### config.mk
export PLATFORM = sky130hd
export DESIGN_NAME = pdec_to_bin
export DESIGN_NICKNAME = d
export VERILOG_FILES = /design/src/rtl/pdec_pkg.sv /design/src/rtl/pdec_ctrl.sv /design/src/rtl/pdec_datapath.sv /design/src/rtl/pdec_to_bin.sv
export SDC_FILE = /design/constraint.sdc
export NUM_CORES = 2
export LEC_CHECK = 0
export BUFFER_PORTS_ARGS = -buffer_cell sky130_fd_sc_hd__buf_2
export CORE_ASPECT_RATIO = 1.4
export CORE_MARGIN = 1.5
export CORE_UTILIZATION = 45
export CTS_CLUSTER_SIZE = 28
export DETAILED_ROUTE_END_ITERATION = 6
export SLEW_MARGIN = 20
export SYNTH_ARGS = -nofsm -noshare
export SYNTH_HDL_FRONTEND = slang
export SYNTH_SLANG_ARGS = --single-unit
### constraint.sdc
create_clock -name clk -period 8.2 [get_ports clk]
set_clock_uncertainty 0.2 [all_clocks]
set_input_delay 0.82 -clock clk [delete_from_list [all_inputs] [get_ports clk]]
set_output_delay 0.82 -clock clk [all_outputs]
set_load 0.1 [all_outputs]
### src/rtl/pdec_pkg.sv
package pdec_pkg;
  typedef struct packed {
    logic clear;    // new conversion begins
    logic take;     // a byte is accepted this cycle
    logic first;    // accepted byte is the first of the string
    logic last;     // accepted byte is the final one (carries sign)
    logic padEven;  // digit count is even: first high field is padding
  } pdecStrobe_t;

  localparam logic [3:0] SIGN_NEG_B = 4'hB;
  localparam logic [3:0] SIGN_NEG_D = 4'hD;
endpackage

### src/rtl/pdec_ctrl.sv
module pdec_ctrl #(
  parameter int MAX_DIGITS = 31,
  localparam int DIG_W = $clog2(MAX_DIGITS + 1),
  localparam int CNT_W = $clog2(MAX_DIGITS / 2 + 2)
) (
  input  logic               clk,
  input  logic               rstN,
  input  logic               startIn,
  input  logic [DIG_W-1:0]   digitCount,
  input  logic               byteValid,
  output logic               byteReady,
  output logic               donePulse,
  output pdec_pkg::pdecStrobe_t strobe
);
  typedef enum logic {ST_IDLE, ST_RUN} ctrlState_t;

  ctrlState_t       state;
  logic [CNT_W-1:0] bytesLeft;
  logic             firstByte;
  logic             evenCount;
  logic [CNT_W-1:0] byteTotal;

  assign byteTotal = CNT_W'(digitCount >> 1) + CNT_W'(1);

  always_comb begin
    strobe.clear   = (state == ST_IDLE) && startIn;
    strobe.take    = (state == ST_RUN) && byteValid;
    strobe.first   = firstByte;
    strobe.last    = (bytesLeft == CNT_W'(1));
    strobe.padEven = evenCount;
  end

  assign byteReady = (state == ST_RUN);

  always_ff @(posedge clk or negedge rstN) begin
    if (!rstN) begin
      state     <= ST_IDLE;
      bytesLeft <= '0;
      firstByte <= 1'b0;
      evenCount <= 1'b0;
      donePulse <= 1'b0;
    end else begin
      donePulse <= 1'b0;
      if (strobe.clear) begin
        state     <= ST_RUN;
        bytesLeft <= byteTotal;
        firstByte <= 1'b1;
        evenCount <= ~digitCount[0];
      end else if (strobe.take) begin
        firstByte <= 1'b0;
        bytesLeft <= bytesLeft - CNT_W'(1);
        if (strobe.last) begin
          state     <= ST_IDLE;
          donePulse <= 1'b1;
        end
      end
    end
  end
endmodule

### src/rtl/pdec_datapath.sv
module pdec_datapath #(
  parameter int RES_W = 128
) (
  input  logic                  clk,
  input  logic                  rstN,
  input  pdec_pkg::pdecStrobe_t strobe,
  input  logic [7:0]            byteData,
  output logic [RES_W-1:0]      result,
  output logic                  errFlag
);
  import pdec_pkg::*;

  logic [RES_W-1:0] acc;
  logic             errAcc;
  logic [3:0]       hiNib, loNib;
  logic             isPad, hiBad, loBad, negSign, errNext;
  logic [RES_W-1:0] accHi, accLo;

  function automatic logic [RES_W-1:0] times10Add(input logic [RES_W-1:0] x,
                                                  input logic [3:0] d);
    return (x << 3) + (x << 1) + {{(RES_W-4){1'b0}}, d};
  endfunction

  always_comb begin
    hiNib   = byteData[7:4];
    loNib   = byteData[3:0];
    isPad   = strobe.first && strobe.padEven;
    hiBad   = isPad ? (hiNib != 4'h0) : (hiNib > 4'd9);
    loBad   = strobe.last ? (loNib < 4'hA) : (loNib > 4'd9);
    accHi   = isPad ? acc : times10Add(acc, hiNib);
    accLo   = times10Add(accHi, loNib);
    negSign = (loNib == SIGN_NEG_B) || (loNib == SIGN_NEG_D);
    errNext = errAcc || hiBad || loBad;
  end

  always_ff @(posedge clk or negedge rstN) begin
    if (!rstN) begin
      acc     <= '0;
      errAcc  <= 1'b0;
      result  <= '0;
      errFlag <= 1'b0;
    end else if (strobe.clear) begin
      acc    <= '0;
      errAcc <= 1'b0;
    end else if (strobe.take) begin
      if (strobe.last) begin
        errFlag <= errNext;
        if (errNext)      result <= '0;
        else if (negSign) result <= '0 - accHi;
        else              result <= accHi;
      end else begin
        acc    <= accLo;
        errAcc <= errNext;
      end
    end
  end
endmodule

### src/rtl/pdec_to_bin.sv
module pdec_to_bin #(
  parameter int MAX_DIGITS = 31,
  parameter int RES_W = 128,
  localparam int DIG_W = $clog2(MAX_DIGITS + 1)
) (
  input  logic             clk,
  input  logic             rstN,
  input  logic             startIn,
  input  logic [DIG_W-1:0] digitCount,
  input  logic [7:0]       byteData,
  input  logic             byteValid,
  output logic             byteReady,
  output logic [RES_W-1:0] result,
  output logic             donePulse,
  output logic             errFlag
);
  pdec_pkg::pdecStrobe_t strobe;

  pdec_ctrl #(.MAX_DIGITS(MAX_DIGITS)) u_ctrl (
    .clk(clk), .rstN(rstN), .startIn(startIn), .digitCount(digitCount),
    .byteValid(byteValid), .byteReady(byteReady), .donePulse(donePulse),
    .strobe(strobe)
  );

  pdec_datapath #(.RES_W(RES_W)) u_dp (
    .clk(clk), .rstN(rstN), .strobe(strobe), .byteData(byteData),
    .result(result), .errFlag(errFlag)
  );
endmodule

### Yosys cells after proc, flatten, opt, wreduce, memory -nomap -nowiden

Index checks and enable logic that the tools add are counted.
W data, S select, Z words.

| storage, ports and cells | value |
|---|---|
| bits in registers | 267 |
| input bits | 17 |
| output and inout bits | 131 |
| logic and storage cells | 59 |

| cells by class | value |
|---|---|
| add/sub/neg operators | 7 |
| $lt $le $gt $ge | 3 |
| eq/ne operators | 4 |
| muxes and demuxes | 21 |
| bitwise gates (word level) | 3 |
| reductions and logical operators | 12 |

Operator list:

| operator | number |
|---|---|
| $mux W128 | 6 |
| $add A128 B128 Y128 | 2 |
| $add A128 B4 Y128 | 2 |
| $sub A1 B128 Y128 const A | 1 |
| $mux W1 | 13 |
| $mux W5 | 2 |
| $eq A4 B4 Y1 const B | 2 |
| $gt A4 B4 Y1 const B | 2 |
| $add A4 B1 Y5 const B | 1 |
| $eq A5 B1 Y1 const B | 1 |
| $sub A5 B1 Y5 const B | 1 |
| $lt A4 B4 Y1 const B | 1 |
| $reduce_and A2 Y1 | 2 |
| $reduce_bool A2 Y1 | 2 |
| $reduce_bool A4 Y1 | 1 |
| $logic_and A1 B1 Y1 | 3 |
| $logic_or A1 B1 Y1 | 3 |
| $not A1 Y1 | 3 |
| $reduce_and A3 Y1 | 1 |
| $ne A2 B2 Y1 const B | 1 |

### Logic depth before layout (Yosys ltp)

| logic depth | value |
|---|---|
| word-level depth | 8 |
| gate-level depth with buffers | 32 |
| depth with buffers taken out | 31 |

### Hierarchy

From an unflattened synthesis, not the netlist that was laid out.

| second synthesis, totals | value |
|---|---|
| cell total of the unflattened synthesis | 5022 |
| area total of the unflattened synthesis | 37104.3 µm² |

By module, submodules not included:

| module | instances | cells each | area an instance (µm²) | sequential area each (µm²) |
|---|---|---|---|---|
| pdec_datapath | 1 | 4971 | 36603.9 | 6456.2 |
| pdec_ctrl | 1 | 51 | 500.5 | 225.2 |

### Least setup slack after synthesis

Ideal clock, no wire load.

| timing path | value |
|---|---|
| kind | register to register |
| start point | reg u_ctrl.firstByte |
| end point | reg u_dp.acc[100] |
| setup time | 0.083 ns |
| arrival | 7.928 ns |
| data required time | 7.917 ns |
| path slack | -0.011 ns |
| stages on the path, launching flop included | 30 |
| path buffers | 10 |
| clock period less this slack | 8.211 ns |
| cells stage by stage | dfrtp_1 > nand2_1 > clkbuf_1 > buf_2 > buf_2 > buf_1 > clkbuf_1 > clkbuf_1 > buf_1 > buf_2 > buf_1 > clkbuf_1 > mux2i_1 > fa_1 > fa_1 > nor2b_1 > o2111ai_1 > a21boi_0 > a41oi_1 > a2111o_1 > a2111oi_0 > o21ai_0 > a2111oi_0 > o21ai_0 > a21oi_1 > a21oi_1 > o21ai_0 > a21oi_1 > xor2_1 > o21ai_0 |

| between the ends | value |
|---|---|
| longest elaborated chain between the ends | 7 |

RTL lines:

| element | line | source |
|---|---|---|
| start: declaration | pdec_ctrl.sv:19 | `logic firstByte;` |
| start signal: assignment | pdec_ctrl.sv:39 | `firstByte <= 1'b0;` |
| start signal: assignment | pdec_ctrl.sv:47 | `firstByte <= 1'b1;` |
| start signal: assignment | pdec_ctrl.sv:50 | `firstByte <= 1'b0;` |
| $logic_and A1 B1 Y1 | pdec_datapath.sv:27 | `isPad = strobe.first && strobe.padEven;` |
| $mux W128 | pdec_datapath.sv:30 | `accHi = isPad ? acc : times10Add(acc, hiNib);` |
| $add A128 B128 Y128 | pdec_datapath.sv:21 | `return (x << 3) + (x << 1) + {{(RES_W-4){1'b0}}, d};` |
| $add A128 B4 Y128 | pdec_datapath.sv:21 |  |
| $mux W128 | pdec_datapath.sv:46 | `if (strobe.last) begin` |
| $mux W128 | pdec_datapath.sv:45 | `end else if (strobe.take) begin` |
| $mux W128 | pdec_datapath.sv:42 | `end else if (strobe.clear) begin` |
| end signal: assignment | pdec_datapath.sv:52 | `acc <= accLo;` |
| end: declaration | pdec_datapath.sv:13 | `logic [RES_W-1:0] acc;` |

No other way between the ends. The select of a mux whose other input is x is not followed.
A chain may end at the register's enable or synchronous reset.

### Worst setup path in the final report

| timing path | value |
|---|---|
| start point | in byteData[7] |
| end point | reg u_dp.acc[125] |

| between the ends | value |
|---|---|
| longest elaborated chain between the ends | 7 |

RTL lines:

| element | line | source |
|---|---|---|
| start: declaration | pdec_to_bin.sv:10 | `input logic [7:0] byteData,` |
| $add A128 B4 Y128 | pdec_datapath.sv:21 |  |
| $mux W128 | pdec_datapath.sv:30 |  |
| $add A128 B128 Y128 | pdec_datapath.sv:21 |  |
| $add A128 B4 Y128 | pdec_datapath.sv:21 |  |
| $mux W128 | pdec_datapath.sv:46 |  |
| $mux W128 | pdec_datapath.sv:45 |  |
| $mux W128 | pdec_datapath.sv:42 |  |

No other way between the ends. The select of a mux whose other input is x is not followed.

==> flow_metrics.env <==
export IMPL_synth_fp_nets=5474
export IMPL_post_cts_buffers=0
export IMPL_grt_pass1_wl_mm=258
export IMPL_ys_types=118
export IMPL_synthTopCellsByArea="dfrtp_1, ha_1, o21ai_0"
export IMPL_drive_gt1_frac=0.191
export IMPL_slew_viol_final=0
export IMPL_first_pass_iters=5
export IMPL_ios=148
export IMPL_syn_inst=4959
export IMPL_grt_ovfl_total=0
export IMPL_cts_tree="done"
export IMPL_yosysTopAreaCell="dfrtp_1"
export IMPL_relSlewSlack=0.234
export IMPL_slowest_stage="fa_1"
export IMPL_wl_per_cell_um=26.6
export IMPL_hold_slack_ns=-0.0768
export IMPL_violations="hold timing"
export IMPL_grt_usage=0.413
export IMPL_final_common_cell="buf_4"
export IMPL_antenna_found_initial=7
export IMPL_root_buffer="clkbuf_16"
export IMPL_place_gp_congestion=1.05
export IMPL_antenna_left=0
export IMPL_finalCritPeriodShare=0.977
export IMPL_ys_flop_type="dfrtp_1"
export IMPL_fp_dieH_um=342
export IMPL_min_path_type="in2async"
export IMPL_synth_edf_count=0
export IMPL_layout_common_cells="buf_4, nand2_1, o21ai_0"
export IMPL_grt_start_max_net_pins=164
export IMPL_ys_async_sr_fraction=1.00
export IMPL_avgSynthCellArea_um2=7.43
export IMPL_clk_pin_slew_ns=0.07
export IMPL_grt_pass1_vias=41398
export IMPL_slowest_delay_ns=0.58
export IMPL_status="finished with violations"
export IMPL_synth_seq_cells=267
export IMPL_htree_levels=2
export IMPL_ys_seq_area_frac=0.181
export IMPL_final_min_clock_period_ns=8.02
export IMPL_dpl_hpwl_mm=147
export IMPL_clk_latency_ns=0.60
export IMPL_cts_sinks=267
export IMPL_ys_warn_count=0
export IMPL_initial_core_util=0.453
export IMPL_design_die_area_um2=83700
export IMPL_setup_ws_ns=0.185
export IMPL_num_vias=42084
export IMPL_cp_required_ns=8.51
export IMPL_nets=6094
export IMPL_endpoint_kind="register"
export IMPL_yosysTopAreaCellShare=0.181
export IMPL_fmax_mhz=125
export IMPL_cp_max_fo=4
export IMPL_cts_buffer_depth=3
export IMPL_dp_worst_setup_slack_ns=-0.714
export IMPL_crit_path_start_kind="primary input"
export IMPL_routed_wl_mm=177
export IMPL_drv_cap=0
export IMPL_rows=124
export IMPL_cts_made_buffers=35
export IMPL_drtIter0Drc=3162
export IMPL_core_area_um2=81500
export IMPL_finalSetupTns_ns=0
export IMPL_drcViolationCount=0
export IMPL_die_w_um=245
export IMPL_netlist_area_um2=36900
export IMPL_cts_hold_buf=0
export IMPL_cp_arrival_ns=8.33
export IMPL_finalHoldViolCount=7
export IMPL_areaGrowthSynthToFinish_pct=21.6
export IMPL_vias_per_cell=6.30
export IMPL_portBuffers=147
export IMPL_worst_setup_path_type="in2reg"
export IMPL_setup_violations=0
export IMPL_worst_pin_slew_ns=1.14
repair_timing:
action,4_1_cts,5_1_grt
pin swaps,0,1
cloned,0,0
setup endpoints to repair,14,34
endpoints found under the hold margin,0,0
resized for setup,5,39
through the flow:
stage                     utilization  area, µm²  std cells
final                           0.550      44800       6683
after global routing            0.550      44800       6679
after CTS                       0.548      44600       6677
after detailed placement        0.532      43400       6613
after global placement          0.532      43400       6613
after floorplan                     -      36900       4959
area by class of cell:
class	count	area [µm²]
Fill cell	8201	36600
Multi-Input combinational cell	4269	28800
Sequential cell	267	6680
Timing Repair Buffer	864	6190
Tap cell	1071	1340
Clock buffer	44	960
Inverter	142	533
Clock inverter	20	302
Antenna cell	6	15.0
path summary, 6_finish.rpt:
check | slack [ns] | from | endpoint | cells past startpoint
worst max-delay path | 0.18 | byteData[7] | u_dp.acc[125]$_DFFE_PN0P_ | 35
worst min-delay path | -0.08 | rstN | u_dp.acc[115]$_DFFE_PN0P_ | 1
worst max register to register | 0.20 | u_dp.acc[55]$_DFFE_PN0P_ | u_dp.acc[125]$_DFFE_PN0P_ | 29
worst min register to register | 0.27 | u_dp.result[33]$_DFFE_PN0P_ | u_dp.result[33]$_DFFE_PN0P_ | 2
max in group asynchronous | 6.37 | rstN | u_dp.acc[30]$_DFFE_PN0P_ | 2
min in group clk | 0.23 | digitCount[0] | u_ctrl.evenCount$_DFFE_PN0P_ | 2
flip-flops by register name, summed over array words and instances, names as in the netlist:
register and count:
u_dp.errAcc 1, u_ctrl.evenCount 1, u_ctrl.bytesLeft 5, u_dp.acc 128
u_dp.result 128, u_ctrl.byteReady 1, u_ctrl.firstByte 1, u_ctrl.donePulse 1
u_dp.errFlag 1
cells by family after synthesis:
| group | after synthesis | share of synthesized area |
|---|---|---|
| AOI/OAI and AO/OA | 1693 | 0.290 |
| xor gates and xnor gates | 334 | 0.0793 |
| buffers and inverters | 423 | 0.0448 |
| and+or+nand+nor | 1714 | 0.226 |
| DFF | 267 | 0.181 |
| adders and majority gates | 498 | 0.170 |
| muxes | 30 | 0.00821 |
worst max-delay path: cells and delay by family:
| kind | cells | cell delay (ns) |
|---|---|---|
| adders and majority gates | 4 | 1.47 |
| and+or+nand+nor | 5 | 1.20 |
| buffers and inverters | 9 | 1.20 |
| AOI/OAI and AO/OA | 17 | 3.62 |
per-layer routing:
| metal | share of wire | up-vias | track usage | routed length, µm |
|---|---|---|---|---|
| met2 | 0.47 | 1675 | 0.710 | 84200 |
| met5 | 0 | - | 0 | 0 |
| met1 | 0.36 | 20093 | 0.436 | 64400 |
| met4 | 0.11 | 0 | 0.369 | 19000 |
| li1 | - | 19665 | - | - |
| met3 | 0.056 | 651 | 0.0623 | 9940 |
synthesized netlist by cell type (28+ instances only):
| library cell | n |
|---|---|
| and3_1 | 35 |
| o21a_1 | 45 |
| nor4_1 | 34 |
| a31oi_1 | 58 |
| a21oi_1 | 475 |
| buf_2 | 43 |
| o21ai_1 | 37 |
| nand3_1 | 200 |
| o21bai_1 | 60 |
| dfrtp_1 | 267 |
| nor3_1 | 127 |
| xnor2_1 | 220 |
| o211ai_1 | 32 |
| mux2i_1 | 28 |
| a211oi_1 | 36 |
| xor2_1 | 114 |
| and2_1 | 31 |
| nand2_1 | 583 |
| ha_1 | 494 |
| or3_1 | 52 |
| clkbuf_1 | 212 |
| nor2b_1 | 31 |
| nand4_1 | 150 |
| o31ai_1 | 76 |
| a21o_1 | 134 |
| o21ai_0 | 501 |
| nand2b_1 | 35 |
| inv_1 | 142 |
| nor2_1 | 324 |
Power is not shown: default switching activity piles up to over one toggle a cycle in this logic, so the estimate is an artifact.
